===== src/rtl/hbu_pkg.sv =====
package hbu_pkg;
  localparam int REG_W   = 4;
  localparam int NUM_SRC = 2;

  typedef enum logic [1:0] {
    SRC_REGFILE = 2'd0,
    SRC_EXMEM   = 2'd1,
    SRC_MEMWB   = 2'd2
  } srcSel_e;

  // decode-stage dependency hits reported by the datapath
  typedef struct packed {
    logic [NUM_SRC-1:0] hitEx;
    logic [NUM_SRC-1:0] hitExLoad;
    logic [NUM_SRC-1:0] hitMem;
  } idHits_t;

  // strobes sent from control to the datapath
  typedef struct packed {
    logic useBypass;
  } ctrlStrobe_t;
endpackage


===== src/rtl/hbu_bypass_path.sv =====
module hbu_bypass_path
  import hbu_pkg::*;
#(
  parameter int RW = REG_W
) (
  input  logic [RW-1:0]      idRs   [NUM_SRC],
  input  logic [RW-1:0]      exRs   [NUM_SRC],
  input  logic [RW-1:0]      exRd,
  input  logic               exRegWrite,
  input  logic               exIsLoad,
  input  logic [RW-1:0]      memRd,
  input  logic               memRegWrite,
  input  logic               memIsLoad,
  input  logic [RW-1:0]      wbRd,
  input  logic               wbRegWrite,
  input  ctrlStrobe_t        strobe,
  output idHits_t            hits,
  output srcSel_e            opSel  [NUM_SRC]
);
  localparam logic [RW-1:0] ZERO_REG = '0;

  logic exWrites, memWrites, memBypassable, wbWrites;

  assign exWrites      = exRegWrite  && (exRd  != ZERO_REG);
  assign memWrites     = memRegWrite && (memRd != ZERO_REG);
  assign memBypassable = memWrites && !memIsLoad;
  assign wbWrites      = wbRegWrite  && (wbRd  != ZERO_REG);

  for (genvar i = 0; i < NUM_SRC; i++) begin : g_src
    assign hits.hitEx[i]     = exWrites  && (exRd  == idRs[i]);
    assign hits.hitExLoad[i] = exWrites  && exIsLoad && (exRd == idRs[i]);
    assign hits.hitMem[i]    = memWrites && (memRd == idRs[i]);

    always_comb begin
      opSel[i] = SRC_REGFILE;
      if (strobe.useBypass) begin
        if (memBypassable && (memRd == exRs[i]))
          opSel[i] = SRC_EXMEM;
        else if (wbWrites && (wbRd == exRs[i]))
          opSel[i] = SRC_MEMWB;
      end
    end
  end
endmodule


===== src/rtl/hbu_hazard_ctrl.sv =====
module hbu_hazard_ctrl
  import hbu_pkg::*;
(
  input  idHits_t            hits,
  input  logic [NUM_SRC-1:0] idUses,
  input  logic               idBranch,
  input  logic               branchTaken,
  input  logic               fwdEnable,
  input  logic               delayBranchEn,
  output ctrlStrobe_t        strobe,
  output logic               stallIf,
  output logic               stallId,
  output logic               bubbleEx,
  output logic               flushId
);
  logic loadUse, depEx, depMem, holdFront;

  assign loadUse = |(hits.hitExLoad & idUses);
  assign depEx   = |(hits.hitEx     & idUses);
  assign depMem  = |(hits.hitMem    & idUses);

  always_comb begin
    if (fwdEnable)
      holdFront = loadUse || (idBranch && (depEx || depMem));
    else
      holdFront = depEx || depMem;
  end

  assign strobe.useBypass = fwdEnable;
  assign stallIf  = holdFront;
  assign stallId  = holdFront;
  assign bubbleEx = holdFront;
  assign flushId  = idBranch && branchTaken && !delayBranchEn && !holdFront;
endmodule


===== src/rtl/hazard_bypass_unit.sv =====
module hazard_bypass_unit
  import hbu_pkg::*;
(
  input  logic             fwdEnable,
  input  logic             delayBranchEn,
  input  logic [REG_W-1:0] idRs1,
  input  logic [REG_W-1:0] idRs2,
  input  logic             idUsesRs1,
  input  logic             idUsesRs2,
  input  logic             idBranch,
  input  logic             branchTaken,
  input  logic [REG_W-1:0] exRs1,
  input  logic [REG_W-1:0] exRs2,
  input  logic [REG_W-1:0] exRd,
  input  logic             exRegWrite,
  input  logic             exIsLoad,
  input  logic [REG_W-1:0] memRd,
  input  logic             memRegWrite,
  input  logic             memIsLoad,
  input  logic [REG_W-1:0] wbRd,
  input  logic             wbRegWrite,
  output logic [1:0]       fwdSelA,
  output logic [1:0]       fwdSelB,
  output logic             stallIf,
  output logic             stallId,
  output logic             bubbleEx,
  output logic             flushId
);
  logic [REG_W-1:0] idRsArr [NUM_SRC];
  logic [REG_W-1:0] exRsArr [NUM_SRC];
  srcSel_e          selArr  [NUM_SRC];
  idHits_t          hits;
  ctrlStrobe_t      strobe;

  assign idRsArr[0] = idRs1;
  assign idRsArr[1] = idRs2;
  assign exRsArr[0] = exRs1;
  assign exRsArr[1] = exRs2;

  hbu_bypass_path #(.RW(REG_W)) u_path (
    .idRs(idRsArr), .exRs(exRsArr),
    .exRd(exRd), .exRegWrite(exRegWrite), .exIsLoad(exIsLoad),
    .memRd(memRd), .memRegWrite(memRegWrite), .memIsLoad(memIsLoad),
    .wbRd(wbRd), .wbRegWrite(wbRegWrite),
    .strobe(strobe), .hits(hits), .opSel(selArr)
  );

  hbu_hazard_ctrl u_ctrl (
    .hits(hits), .idUses({idUsesRs2, idUsesRs1}),
    .idBranch(idBranch), .branchTaken(branchTaken),
    .fwdEnable(fwdEnable), .delayBranchEn(delayBranchEn),
    .strobe(strobe), .stallIf(stallIf), .stallId(stallId),
    .bubbleEx(bubbleEx), .flushId(flushId)
  );

  assign fwdSelA = selArr[0];
  assign fwdSelB = selArr[1];
endmodule


===== config.mk =====
export PLATFORM = sky130hd
export DESIGN_NAME = hazard_bypass_unit
export DESIGN_NICKNAME = d
export VERILOG_FILES = /design/src/rtl/hbu_pkg.sv /design/src/rtl/hbu_bypass_path.sv /design/src/rtl/hbu_hazard_ctrl.sv /design/src/rtl/hazard_bypass_unit.sv
export SDC_FILE = /design/constraint.sdc
export NUM_CORES = 1
export LEC_CHECK = 0
export BUFFER_PORTS_ARGS = -buffer_cell sky130_fd_sc_hd__buf_2
export CORE_MARGIN = 2
export CORE_UTILIZATION = 39
export DETAILED_ROUTE_END_ITERATION = 10
export PLACE_DENSITY = 0.85
export REMOVE_ABC_BUFFERS = 1
export SYNTH_ARGS = -nofsm -noshare
export SYNTH_HDL_FRONTEND = slang
export SYNTH_SLANG_ARGS = --single-unit

===== constraint.sdc =====
create_clock -name vclk -period 1.6
set_input_delay 0.24 -clock vclk [all_inputs]
set_output_delay 0.24 -clock vclk [all_outputs]
set_load 0.03 [all_outputs]

==> impl_metrics.json <==
{
  "io_buffers": 47,
  "hold_viol_final": 0,
  "register_area_um2": 0,
  "dieArea_um2": 1600,
  "grt_pass1_vias": 614,
  "finalCritPeriodShare_pct": 104,
  "path_class": "input port to output pin",
  "place_worst_setup_slack_ps": -136,
  "syn_avg_cell_area_um2": 7.33,
  "use_met1_pct": 31.6,
  "drt-pass1-iter-count": 4,
  "min_period_ps": 1670,
  "drt-wirelength-per-cell_um": 14.3,
  "synthCells": 69,
  "totalWireLength_um": 1840,
  "use_met3_pct": 1.67,
  "ctsHoldBuffers": 0,
  "end_kind": "output pin",
  "die_width_um": 40,
  "yosysWarnings": 0,
  "cp-start-kind": "input port",
  "core-area_um2": 1160,
  "io_pins": 47,
  "gp_congestion": 0.780,
  "fin_ws_ps": -66.8,
  "via_per_inst": 5.05,
  "powerDensity_nw_per_um2": 265,
  "grt_max_degree": 5,
  "grt_use_total_pct": 22.9,
  "grtUsageMet2_pct": 38.7,
  "postRouteAntennaNets": 0,
  "cap_violations": 0,
  "start_util_pct": 43.7,
  "grt-ovfl-total": 0,
  "holdCritPathClass": "input port to output pin",
  "dp_hpwl_um": 1320,
  "whs_path_depth": 3,
  "tightest_slew_ps": 309,
  "drc": 0,
  "top_usage_layer": "met2",
  "antenna_cells": 0,
  "drtIter0Drc": 20,
  "leakage_nw": 0.405,
  "worst-path-max-fanout": 3,
  "finalSetupViolCount": 8,
  "area_delta_synth_final_pct": 91.3,
  "slew_violations": 0,
  "required_ps": 1360,
  "yosysSeqAreaShare_pct": 0,
  "vdd_ir_drop_max_mv": 0.179,
  "final_nets": 156,
  "rows": 12,
  "chipHeight_um": 40,
  "vias": 651,
  "failed_checks": "negative setup slack",
  "n_clock_buffer": 0,
  "seq_cells": 0,
  "drive_gt1_share_pct": 59.1,
  "grt_pass1_wl_um": 2570,
  "ys_types": 22,
  "status": "finished, violations left",
  "antenna_found_initial": 0,
  "hold_slack_ps": 874,
  "crit_arrival_ps": 1430,
  "syn_area_um2": 505,
  "slew_headroom_pct": 79.1,
  "max_freq_mhz": 600,
  "postCtsSetupBuffers": 0,
  "grt_setup_unrepaired": "yes"
}
==> per-layer routing <==
metal  up-vias  share of wire (%)
li1        326                  -
met1       302                 40
met2        21                 54
met3         2                4.4
met4         0                1.3
met5         -                  0
==> layout by cell type (no fill, tap or decap) <==
| master | n |
|---|---|
| nand4_1 | 4 |
| nor3_2 | 2 |
| xor2_1 | 10 |
| nand3b_4 | 1 |
| o41ai_1 | 1 |
| buf_4 | 8 |
| nor2_1 | 2 |
| o2111ai_4 | 1 |
| a21o_1 | 1 |
| xnor2_1 | 19 |
| buf_2 | 33 |
| nor2_4 | 2 |
| nor3_1 | 2 |
| nand3_1 | 3 |
| nor4_4 | 2 |
| xor2_2 | 2 |
| xnor2_2 | 1 |
| buf_6 | 8 |
| a21oi_4 | 1 |
| and2_4 | 2 |
| buf_8 | 3 |
| or4_1 | 1 |
| nand2_1 | 3 |
| nand2b_1 | 1 |
| or4_4 | 1 |
| and3_4 | 1 |
==> worst max-delay path, cell delays in order <==
cell and delay, ps:
buf_8 100, xor2_2 190, nor4_4 320, o2111ai_4 180, a21oi_4 230, buf_6 160
==> report_power, final <==
group	switching [mW]	internal (mW)
combinational	0.125	0.132
clock	0	0
sequential	0	0
==> synthesized netlist by cell type (2+ instances only) <==
master	count	area, µm²
xnor2_1	20	175
xor2_1	12	105
nand4_1	4	25.0
nor2_1	4	15.0
nor3_1	4	20.0
nand2_1	3	11.3
nand3_1	3	15.0
and2_2	2	15.0
buf_4	2	15.0
clkbuf_1	2	7.51
nor4_1	2	12.5
==> final cells by class <==
type / instances / area [µm²]
Fill cell: 68 / 189
Tap cell: 14 / 17.5
Multi-Input combinational cell: 63 / 589
Timing Repair Buffer: 52 / 360
==> through the flow <==
stage          cell area (µm²)  total power [mW]  TNS [ps]  util, %  cells
6_report                   967             0.257      -337     83.7    129
5_1_grt                    967             0.276      -633     83.7    129
4_1_cts                    860             0.220     -61.2     74.4    129
3_5_place_dp               757             0.198      -811     65.5    129
3_3_place_gp               757             0.194      -700     65.5    129
2_1_floorplan              467            0.0966     -2910        -     63
==> cell families after synthesis <==
family | Yosys count | share of synthesized area [%]
xor+xnor | 32 | 55.4
compound gates | 4 | 5.94
buf+inv | 6 | 7.67
simple gates | 27 | 30.9
==> repair_timing <==
action                                 4_1_cts  5_1_grt
gates cloned                                 0        0
pin swaps                                    9        9
endpoints found under the hold margin        0        0
gates resized for setup                     28       21
setup endpoints to repair                    8        8
==> worst paths after layout <==
kind | end | start
setup / recovery | stallIf | idRs1[3]
hold / removal | fwdSelA[0] | fwdEnable
(Power assumes the default switching activity.)
